<file path="src/rtl/vidreg_pkg.sv">
package vidreg_pkg;

    localparam int SLOT_W = 4;
    typedef logic [SLOT_W-1:0] slot_t;

    // host slot numbers whose position is decoded elsewhere
    localparam slot_t S_STAT0  = 4'd0;
    localparam slot_t S_STAT1  = 4'd1;
    localparam slot_t S_MASKLR = 4'd3;
    localparam slot_t S_BANKLR = 4'd4;
    localparam slot_t S_INDEX  = 4'd5;
    localparam slot_t S_MODE1R = 4'd6;
    localparam slot_t S_OVST   = 4'd7;
    localparam slot_t S_MASKL  = 4'd8;
    localparam slot_t S_MASKH  = 4'd9;
    localparam slot_t S_BANKL  = 4'd10;
    localparam slot_t S_BANKH  = 4'd11;
    localparam slot_t S_MODE1  = 4'd12;
    localparam slot_t S_MODE2  = 4'd13;
    localparam slot_t S_DATA   = 4'd14;

    localparam logic [7:0] ADV_BASE   = 8'h40;
    localparam logic [7:0] ALIAS_BASE = 8'hE0;
    localparam logic [7:0] ALIAS_N    = 8'd5;
    localparam int         SEL_BIT    = 6;

    typedef struct packed {
        logic  hit;
        slot_t slot;
    } dec_t;

    typedef struct packed {
        logic [3:0][7:0] color;
        logic [7:0]      vidctl;
        logic [7:0]      huesat;
        logic [7:0]      ovst;
        logic [7:0]      maskl;
        logic [7:0]      maskh;
        logic [7:0]      bankl;
        logic [7:0]      bankh;
        logic [7:0]      mode1;
        logic [7:0]      mode2;
    } host_regs_t;

    function automatic logic [15:0] adv_mask(input int unsigned k);
        int unsigned w;
        case (k)
            0: w = 11;
            1: w = 9;
            2: w = 16;
            3: w = 10;
            4: w = 11;
            5: w = 10;
            6: w = 9;
            7: w = 11;
            default: w = 16;
        endcase
        adv_mask = 16'((32'd1 << w) - 32'd1);
    endfunction

endpackage

</file>
<file path="src/rtl/vidreg_decode.sv">
module vidreg_decode
    import vidreg_pkg::*;
#(
    parameter int ADDR_W    = 12,
    parameter int GRP_SHIFT = 10
) (
    input  logic [ADDR_W-1:0] addr,
    input  logic              packed_mode,
    output dec_t              dec
);
    localparam logic [ADDR_W-1:0] PK_KEEP = ADDR_W'(15);
    localparam logic [ADDR_W-1:0] SP_KEEP = ADDR_W'(3) | (ADDR_W'(3) << GRP_SHIFT);

    always_comb begin
        if (packed_mode) begin
            dec.hit  = (addr & ~PK_KEEP) == '0;
            dec.slot = addr[3:0];
        end else begin
            dec.hit  = (addr & ~SP_KEEP) == '0;
            dec.slot = {addr[GRP_SHIFT+1:GRP_SHIFT], addr[1:0]};
        end
    end
endmodule

</file>
<file path="src/rtl/vidreg_advbank.sv">
module vidreg_advbank
    import vidreg_pkg::*;
#(
    parameter int ADV_N = 8
) (
    input  logic              clk,
    input  logic              rst,
    input  logic              wr_en,
    input  logic [7:0]        idx,
    input  logic [15:0]       wdata,
    output logic [ADV_N*16-1:0] regs,
    output logic [15:0]       rdata
);
    logic [7:0] off;
    assign off = idx - ADV_BASE;

    for (genvar k = 0; k < ADV_N; k++) begin : g_slot
        localparam logic [15:0] MSK = adv_mask(k);
        logic [15:0] r;
        always_ff @(posedge clk) begin
            if (rst)                          r <= '0;
            else if (wr_en && off == 8'(k))   r <= wdata & MSK;
        end
        assign regs[k*16 +: 16] = r;
    end

    always_comb begin
        rdata = '0;
        for (int k = 0; k < ADV_N; k++)
            if (off == 8'(k)) rdata = regs[k*16 +: 16];
    end
endmodule

</file>
<file path="src/rtl/vidreg_status.sv">
module vidreg_status (
    input  logic clk,
    input  logic rst,
    input  logic vblank_evt,
    input  logic vb_clear,
    input  logic sel_under,
    input  logic sel_over,
    output logic vb_flag,
    output logic overscan
);
    always_ff @(posedge clk) begin
        if (rst) begin
            vb_flag  <= 1'b0;
            overscan <= 1'b0;
        end else begin
            if (vblank_evt)    vb_flag <= 1'b1;
            else if (vb_clear) vb_flag <= 1'b0;
            if (sel_over)       overscan <= 1'b1;
            else if (sel_under) overscan <= 1'b0;
        end
    end
endmodule

</file>
<file path="src/rtl/vidreg_hostif.sv">
module vidreg_hostif
    import vidreg_pkg::*;
#(
    parameter int          ADDR_W    = 12,
    parameter int          GRP_SHIFT = 10,
    parameter int          ADV_N     = 8,
    parameter logic [2:0]  VERSION   = 3'd2,
    parameter logic [3:0]  MEM_CFG   = 4'hA
) (
    input  logic                 clk,
    input  logic                 rst,
    input  logic                 strap_packed,
    input  logic [ADDR_W-1:0]    bus_addr,
    input  logic                 bus_rd,
    input  logic                 bus_wr,
    input  logic [15:0]          bus_wdata,
    output logic [15:0]          bus_rdata,
    output logic                 rd_valid,
    input  logic                 vblank_evt,
    input  logic                 field_odd,
    input  logic                 no_sync,
    input  logic                 adv_active,
    input  logic [7:0]           row_count,
    output logic [31:0]          border_color,
    output logic [7:0]           vid_ctl,
    output logic [7:0]           hue_sat,
    output logic [7:0]           ov_start,
    output logic [15:0]          wr_mask,
    output logic [7:0]           bank_lo,
    output logic [7:0]           bank_hi,
    output logic [7:0]           mode1,
    output logic [7:0]           mode2,
    output logic                 overscan,
    output logic [ADV_N*16-1:0]  adv_regs
);
    dec_t       dec;
    logic       dec_hit;
    slot_t      dec_slot;
    host_regs_t hr;
    logic [7:0] idx_q;
    logic [7:0] alias_off;
    logic       alias_hit;
    logic       adv_sel;
    logic       wr_hit, rd_hit;
    logic       adv_wr;
    logic [15:0] adv_rd;
    logic [15:0] port_rd;
    logic [15:0] rd_mux;
    logic       vb_flag;

    vidreg_decode #(.ADDR_W(ADDR_W), .GRP_SHIFT(GRP_SHIFT)) u_dec (
        .addr(bus_addr), .packed_mode(strap_packed), .dec(dec)
    );

    assign dec_hit  = dec.hit;
    assign dec_slot = dec.slot;
    assign wr_hit   = bus_wr && dec_hit;
    assign rd_hit   = bus_rd && dec_hit;
    assign adv_sel  = !hr.mode1[SEL_BIT];
    assign alias_off = idx_q - ALIAS_BASE;
    assign alias_hit = alias_off < ALIAS_N;
    assign adv_wr   = wr_hit && dec_slot == S_DATA && adv_sel && !alias_hit;

    always_ff @(posedge clk) begin
        if (rst) begin
            hr    <= '0;
            idx_q <= '0;
        end else if (wr_hit) begin
            case (dec_slot)
                4'd0, 4'd1, 4'd2, 4'd3: hr.color[dec_slot[1:0]] <= bus_wdata[7:0];
                4'd4:    hr.vidctl <= bus_wdata[7:0];
                S_INDEX: idx_q     <= bus_wdata[7:0];
                4'd6:    hr.huesat <= bus_wdata[7:0];
                S_OVST:  hr.ovst   <= bus_wdata[7:0];
                S_MASKL: hr.maskl  <= bus_wdata[7:0];
                S_MASKH: hr.maskh  <= bus_wdata[7:0];
                S_BANKL: hr.bankl  <= bus_wdata[7:0];
                S_BANKH: hr.bankh  <= bus_wdata[7:0];
                S_MODE1: hr.mode1  <= bus_wdata[7:0];
                S_MODE2: hr.mode2  <= bus_wdata[7:0];
                S_DATA: begin
                    if (adv_sel && alias_hit) begin
                        if (alias_off[2]) hr.vidctl <= bus_wdata[7:0];
                        else              hr.color[alias_off[1:0]] <= bus_wdata[7:0];
                    end
                end
                default: ;
            endcase
        end
    end

    vidreg_advbank #(.ADV_N(ADV_N)) u_adv (
        .clk(clk), .rst(rst), .wr_en(adv_wr), .idx(idx_q),
        .wdata(bus_wdata), .regs(adv_regs), .rdata(adv_rd)
    );

    vidreg_status u_stat (
        .clk(clk), .rst(rst), .vblank_evt(vblank_evt),
        .vb_clear(rd_hit && dec_slot == S_STAT1),
        .sel_under(rd_hit && dec_slot == S_MASKL),
        .sel_over(rd_hit && dec_slot == S_BANKL),
        .vb_flag(vb_flag), .overscan(overscan)
    );

    always_comb begin
        if (!adv_sel)       port_rd = '0;
        else if (alias_hit) port_rd = {8'h00, alias_off[2] ? hr.vidctl : hr.color[alias_off[1:0]]};
        else                port_rd = adv_rd;
    end

    always_comb begin
        rd_mux = '0;
        if (dec_hit) begin
            case (dec_slot)
                S_STAT0:  rd_mux[7:0] = {6'b0, no_sync, field_odd};
                S_STAT1:  rd_mux[7:0] = {MEM_CFG, VERSION, vb_flag};
                S_MASKLR: rd_mux[7:0] = hr.maskl;
                S_BANKLR: rd_mux[7:0] = hr.bankl;
                S_INDEX:  rd_mux[7:0] = {4'b0, adv_active, 3'b0};
                S_MODE1R: rd_mux[7:0] = hr.mode1;
                S_OVST:   rd_mux[7:0] = hr.ovst;
                S_MASKH:  rd_mux[7:0] = hr.maskh;
                S_BANKH:  rd_mux[7:0] = hr.bankh;
                S_MODE1:  rd_mux[7:0] = row_count;
                S_MODE2:  rd_mux[7:0] = hr.mode2;
                S_DATA:   rd_mux      = port_rd;
                default:  rd_mux      = '0;
            endcase
        end
    end

    always_ff @(posedge clk) begin
        if (rst) begin
            bus_rdata <= '0;
            rd_valid  <= 1'b0;
        end else begin
            rd_valid <= bus_rd;
            if (bus_rd) bus_rdata <= rd_mux;
        end
    end

    assign border_color = hr.color;
    assign vid_ctl      = hr.vidctl;
    assign hue_sat      = hr.huesat;
    assign ov_start     = hr.ovst;
    assign wr_mask      = {hr.maskh, hr.maskl};
    assign bank_lo      = hr.bankl;
    assign bank_hi      = hr.bankh;
    assign mode1        = hr.mode1;
    assign mode2        = hr.mode2;
endmodule

</file>
<file path="config.mk">
export PLATFORM = sky130hd
export DESIGN_NAME = vidreg_hostif
export DESIGN_NICKNAME = d
export VERILOG_FILES = /design/src/rtl/vidreg_pkg.sv /design/src/rtl/vidreg_decode.sv /design/src/rtl/vidreg_advbank.sv /design/src/rtl/vidreg_status.sv /design/src/rtl/vidreg_hostif.sv
export SDC_FILE = /design/constraint.sdc
export NUM_CORES = 1
export LEC_CHECK = 0
export ABC_AREA = 1
export ABC_CLOCK_PERIOD_IN_PS = 6310
export BUFFER_PORTS_ARGS = -buffer_cell sky130_fd_sc_hd__buf_4
export CORE_MARGIN = 2
export CORE_UTILIZATION = 45
export CTS_BUF_LIST = sky130_fd_sc_hd__clkbuf_16
export CTS_CLUSTER_SIZE = 28
export DETAILED_ROUTE_END_ITERATION = 6
export GPL_ROUTABILITY_DRIVEN = 0
export MAX_ROUTING_LAYER = met4
export PLACE_DENSITY = 0.7
export SYNTH_ARGS = -nofsm -noshare
export SYNTH_HDL_FRONTEND = slang
export SYNTH_HIERARCHICAL = 1
export SYNTH_SLANG_ARGS = --single-unit
</file>
<file path="constraint.sdc">
create_clock -name clk -period 6.31 [get_ports clk]
set_input_delay 1.893 -clock clk [delete_from_list [all_inputs] [get_ports clk]]
set_output_delay 1.893 -clock clk [all_outputs]
set_load 0.1 [all_outputs]
</file>
==> impl_results.md, run 1 <==
* CTS tree: built
* CP startpoint kind: primary input
* CP max FO at 12
* Crit-path cells: buf_4 > inv_2 > nand2_1 > nand2_1 > nand2_2 > nor2_4 > nand2_1 > clkinv_1 > nand2_1 > nor2_2 > inv_1 > nor2_1 > o21ai_0 > nor2_1
* Lkg Pwr at 5.959 nW
* Ys async rst share at 0
* Worst r2r path cells at 14
* DRT antenna net count at 0
* Ports at 295
* Synth top area share at 0.4050
* Power Density at 240.7 nW/um2
* Placed Instances at 2,088
* Non-filler cells, final at 2,133
* Syn Inst Count at 1,593
* Pin count of the biggest net entering global routing at 78
* Max cap viols at 0
* # rows at 56
* Die area at 25,200 um2
* Area Growth Syn to Fin at 24.29%
* GRT Total Usage at 0.2899
* Crit Reg-Reg Startpoint: idx_q[2]
* Hpwl dp at 26.30 mm
* Remaining routing DRC violations at 0
* Main synth FF type: dfxtp_1
* Sequential-to-total area share from yosys stat at 0.4050
* Count of cell types in the netlist at 34
* Vias per inst at 5.239
* Clk_skew at 6.202 ps
* Skew-Pair Late Insertion Delay at 520 ps
* DRT met1 WL at 15.72 mm
* CP max stage cell: nor2_1
* FF-to-FF setup slack at 3130 ps
* Initial antenna violation count at 0
* Top-count cell post-synth: nand2_1
* RSZ-0062 raised after global routing: false
* CP delay by family, top: simple AND/OR/NAND/NOR gates
* Port bufs at 253
* Status: finished, final reports clean
* Routed length per instance at 17.65 um
* Buf/Inv on CP at 4
* Drt first pass iters at 6
* Fill count at 2,287
* Number of inserted diodes at 0
* Total congestion overflow at 0
* Mean Syn Cell Area at 6.764 um2
* DRT iter0 DRCs at 1,037
* Core area at 23,470 um2
* Leading area contributor after synthesis: dfxtp_1
* Cell mode on critical path: nand2_1
* PostCTS Resize Cnt at 0
* Worst Path Required at 6770 ps
* Worst r2r dst: bus_rdata[2]
* Die W at 158.7 um
* #FFs+latches synth at 218
* Root Buffer: clkbuf_16
* # hold bufs at CTS at 0
* Final TNS setup at 0 ps
* Critical path's largest stage delay at 520 ps
* EDFF count, synth at 0
* Minimum clock period at 4480 ps
* Setup Buffers After CTS at 0
* Fmax at 223.2 MHz
* Slew headroom at 0.3416
* Top post-synthesis cells by area: dfxtp_1 (41%), nand2_1 (12%), a21oi_1 (8.0%)
* WL final at 37.65 mm
* Max layer used: met4
* Layout net count at 1,842
* Worst vdd ir at 147.2 uV
* PnR Total Power at 3.224 mW
* Synth warn at 6
* Hold EP: u_adv/g_slot[1].r[8]
* Met3 wire length at 3.355 mm
* Via count at 11,180
* Synth Cell Area at 10,780 um2
* H-tree depth at 1
* Vias in the first global route at 10,030
* First-pass GRT wire length at 56.83 mm
* WS Path Type: in2reg
* Die H at 158.7 um
* CTS Sinks at 218
* Reg clk slew, reported paths at 60 ps
* Worst-case clock buffer depth at 3
* Final Hold Vio Count at 0
* Inserted Clock Buffers at 25
* Hold path cells at 2
* Top cells by count, synth: nand2_1 (335), nor2_1 (221), dfxtp_1 (218)
* Layout cells sized above 1 at 0.1935
* Tightest Pin Transition at 984.0 ps
* Final period utilization at 0.7100
* Met2 Wirelength at 17.23 mm
* Initial Util at 0.4591
* Setup violations, final at 0
* WP data arrival at 4940 ps
* Worst hold path type: reg2reg
* Worst hold start: u_adv/g_slot[1].r[8]
* Slew Limit Fails at 0
* Kind of end point of the critical path: flop
## cell usage in the layout (no fill, tap or decap)
master and count:
nand2_1 335, buf_4 258, nor2_1 220, dfxtp_1 218
inv_1 176, a21oi_1 172, nand3_1 124, o21ai_0 110
conb_1 41, nand4_1 26, clkbuf_16 25, nor3_1 15
inv_2 12, nor2_2 11, o22ai_1 9, o21ai_1 8
nand2_2 7, nand3_4 7, bufinv_16 7, clkinv_1 5
clkinv_2 5, nand2_4 4, nor2_4 4, o21ai_2 4
nand4_4 3, o211ai_1 2, ha_1 1, clkinvlp_4 1
nor2_8 1, o2111ai_1 1, inv_4 1, nand3_2 1
## how the worst max path moves through the flow
stage	from	endpoint	slack, ps	cells past startpoint
2_1_floorplan	strap_packed	u_adv/g_slot[4].r[0]	2570	14
3_3_place_gp	strap_packed	u_adv/g_slot[4].r[0]	1510	14
3_5_place_dp	strap_packed	u_adv/g_slot[4].r[8]	1400	14
4_1_cts	strap_packed	u_adv/g_slot[4].r[7]	1900	14
5_1_grt	strap_packed	u_adv/g_slot[4].r[2]	1540	14
6_report	strap_packed	u_adv/g_slot[4].r[7]	1830	14
## cells by family after synthesis
group	share of synthesized area
simple gates	0.3117
other cells	0.0003480
buf+inv	0.1364
flops	0.4050
compound gates	0.1454
fa+ha+maj	0.001161
## per-stage QoR
stage          utilization  setup slack [ps]  cell area [um2]  hold slack (ps)
3_5_place_dp        0.5325              1399            12500            454.2
2_1_floorplan            -              2566            10930            433.3
3_3_place_gp        0.5325              1506            12500            450.1
5_1_grt             0.5706              1542            13390            484.0
4_1_cts             0.5706              1902            13390            463.2
6_report            0.5706              1830            13390            461.9
## state kept, by name, summed over array words and instances (netlist names)
signal,count
bank_lo,8
u_stat/overscan,1
bank_hi,8
u_stat/vb_flag,1
border_color,32
mode2,8
hue_sat,8
bus_rdata,16
mode1,8
ov_start,8
u_adv/g_slot.r,87
vid_ctl,8
idx_q,8
wr_mask,16
rd_valid,1
## worst min-delay path: stages, from the launching register on
cell and delay, ps:
dfxtp_1 320, inv_1 50, a21oi_1 50
## cell type report
cell class / count / area [um2] / area share
clock buffer: 25 / 625.6 / 0.04671
clock inverter: 20 / 269.0 / 0.02009
inverter: 187 / 704.4 / 0.05260
multi-input combinational: 1106 / 5094 / 0.3803
sequential: 218 / 4364 / 0.3259
tap: 319 / 399.1 / 0.02980
timing repair buffer: 258 / 1937 / 0.1446
## layer usage
metal / vias up / global-route usage
li1: 5429 / -
met1: 5073 / 0.3809
met2: 580 / 0.4502
met3: 93 / 0.04807
met4: 0 / 0.1068
met5: - / -
## report_power, final
part	internal (mW)	switching [mW]	total [mW]	leakage (nW)
Sequential	1.38	0.000583	1.38	1.76
Clock	1.00	0.592	1.59	0.456
Combinational	0.0361	0.215	0.251	3.75
Total	2.42	0.808	3.22	5.96
Note: power is estimated with default switching activity, not from simulation.
==> inputs of run 2 (changes only) <==
Settings changed: ABC_AREA 1 to 0, ABC_CLOCK_PERIOD_IN_PS 6310 to 4600.
Clock period 6.31 ns to 4.6 ns, I/O delays scaled along.
==> run 2 against run 1 <==
Compared with the run above:
- the run now ends with design-rule violations left
- combinational power increased by 43%
- die area increased by 1.1%
- via count decreased by 14%
- clock skew increased by 7.4 ps
- cell count decreased by 20%
- critical path depth decreased by 4
- highest routed layer unchanged
==> impl_results.md, run 2 <==
* Status: complete, but fails checks
* Violated checks: design-rule violations
* Clk_skew at 13.61 ps
* Die H at 159.6 um
* Remaining routing DRC violations at 7
* Main synth FF type: dfxtp_1
* WL final at 35.61 mm
* #FFs+latches synth at 218
* Setup Buffers After CTS at 0
* Synth Cell Area at 10,900 um2
* Initial antenna violation count at 0
* Top post-synthesis cells by area: dfxtp_1 (40%), mux2i_1 (15%), nor2_1 (4.2%)
* Number of flip-flops under the largest register name at 87
* Mean Syn Cell Area at 9.332 um2
* Vias per inst at 5.674
* Leading area contributor after synthesis: dfxtp_1
* Worst hold start: bus_rdata[10]
* Area after DPL at 12,690 um2
* Inserted Clock Buffers at 25
* Worst Path Required at 4960 ps
* First-pass GRT wire length at 53.56 mm
* Layout net count at 1,412
* Total congestion overflow at 0
* Leading cell type in the layout, fill and taps excluded: buf_4
* Vias in the first global route at 8,986
* Die W at 159.6 um
* Number of inserted diodes at 0
* CP startpoint kind: primary input
* Count of cell types in the netlist at 80
* Syn Inst Count at 1,168
* PostCTS Resize Cnt at 0
* Worst-case clock buffer depth at 3
* Port bufs at 253
* WP data arrival at 4160 ps
* Power Density at 324.1 nW/um2
* Post-Place Setup Slack at 300.8 ps
* Area Growth Syn to Fin at 24.51%
* Fmax at 263.2 MHz
* Top-count cell post-synth: dfxtp_1
* Reg clk slew, reported paths at 60 ps
* Worst vdd ir at 176.1 uV
* FF-to-FF setup slack at 1490 ps
* RSZ-0062 raised after global routing: false
* Worst r2r path cells at 8
* Minimum clock period at 3799 ps
* Setup WS post-layout at 800.7 ps
* H-tree depth at 1
* Routed length per instance at 20.91 um
* Max cap viols at 0
* Lkg Pwr at 5.824 nW
* Source of the critical timing path: bus_addr[5]
* Pin count of the biggest net entering global routing at 132
* DRT antenna net count at 0
* Drt first pass iters at 7
* CTS Sinks at 218
* Sequential-to-total area share from yosys stat at 0.4004
* Skew-Pair Late Insertion Delay at 520 ps
* Top cells by count, synth: dfxtp_1 (218), mux2i_1 (159), nor2_1 (122)
* Worst hold path type: reg2reg
* Final TNS setup at 0 ps
* Synth top area share at 0.4004
* Finished Cell Area at 13,570 um2
* CP max FO at 6
* Crit Reg-Reg Startpoint: idx_q[1]
* Most frequent cells in the layout: buf_4 (273), dfxtp_1 (216), mux2i_1 (159)
* Initial Util at 0.4616
* Slew Limit Fails at 0
* Setup violations, final at 0
* GRT Total Usage at 0.2731
* Hold path cells at 2
* Worst r2r dst: u_adv/g_slot[3].r[1]
* Synth warn at 6
* Core area at 23,610 um2
* Final Hold Vio Count at 0
* WS Path Type: in2reg
* Tightest Pin Transition at 963.2 ps
* Ports at 295
* Kind of end point of the critical path: flop
* Slew headroom at 0.3579
* Hpwl dp at 24.22 mm
* # rows at 56
* Layout cells sized above 1 at 0.2760
* Root Buffer: clkbuf_16
* Die area at 25,480 um2
* # hold bufs at CTS at 0
* Via count at 9,662
* Hold EP: bus_rdata[10]
* Ys async rst share at 0
* Final period utilization at 0.8259
* CTS tree: built
* DRT iter0 DRCs at 829
* Register bank with the most flops: u_adv/g_slot.r
* EDFF count, synth at 0
run 2: kinds of logic after synthesis:
kind of cell	Yosys count	synth area share
XOR/XNOR	1	0.0008037
multiplexers	196	0.2028
AO/OA/AOI/OAI	198	0.1227
adder cells (fa/ha/maj)	1	0.001148
buffers and inverters	161	0.08300
flip-flops	218	0.4004
other	1	0.0003441
AND/OR/NAND/NOR	392	0.1887
run 2: area by class of cell:
type                    instances  area, um2
inverters                      17      63.81
flip-flops and latches        218       4367
repair buffers                275       2081
clock buffers                  25      625.6
clock inverters                20      254.0
fillers                      2094      10040
multi-input cells             829       5781
well taps                     319      399.1
run 2: power breakdown:
part / total (mW) / internal (mW) / switching (mW)
clock: 2.15 / 1.33 / 0.822
combinational: 0.360 / 0.0626 / 0.297
sequential: 1.89 / 1.89 / 0.000532
total: 4.40 / 3.28 / 1.12
run 2: metrics by stage:
stage,power [mW],utilization,std cells,hold slack [ps]
global route,4.517,0.5747,1703,484.0
CTS,4.414,0.5747,1703,466.1
finish,4.398,0.5747,1703,464.6
detailed placement,2.286,0.5375,1658,458.8
global placement,2.286,0.5375,1658,453.7
floorplan,2.232,-,1208,443.7
run 2: worst max path at each step:
| stage | end | slack (ps) |
|---|---|---|
| global placement | u_adv/g_slot[3].r[1] | 320 |
| detailed placement | u_adv/g_slot[3].r[9] | 300 |
| global route | u_adv/g_slot[3].r[9] | 640 |
| floorplan | u_adv/g_slot[3].r[9] | 890 |
| finish | u_adv/g_slot[3].r[1] | 800 |
| CTS | u_adv/g_slot[3].r[9] | 820 |
run 2: worst max-delay path: stages:
cell and delay (ps):
buf_4 100, or4_1 570, a2111oi_2 320, and2_1 260, and3_1 230, nor2b_1 380
and4_1 430, buf_4 230, mux2i_1 190, nor2_1 50
run 2: layer usage:
| metal | wire length [um] | GRT usage | up-vias |
|---|---|---|---|
| li1 | - | - | 4434 |
| met3 | 3354 | 0.06364 | 74 |
| met5 | 0 | - | - |
| met1 | 14570 | 0.3478 | 4622 |
| met2 | 16730 | 0.4333 | 532 |
| met4 | 952 | 0.08017 | 0 |
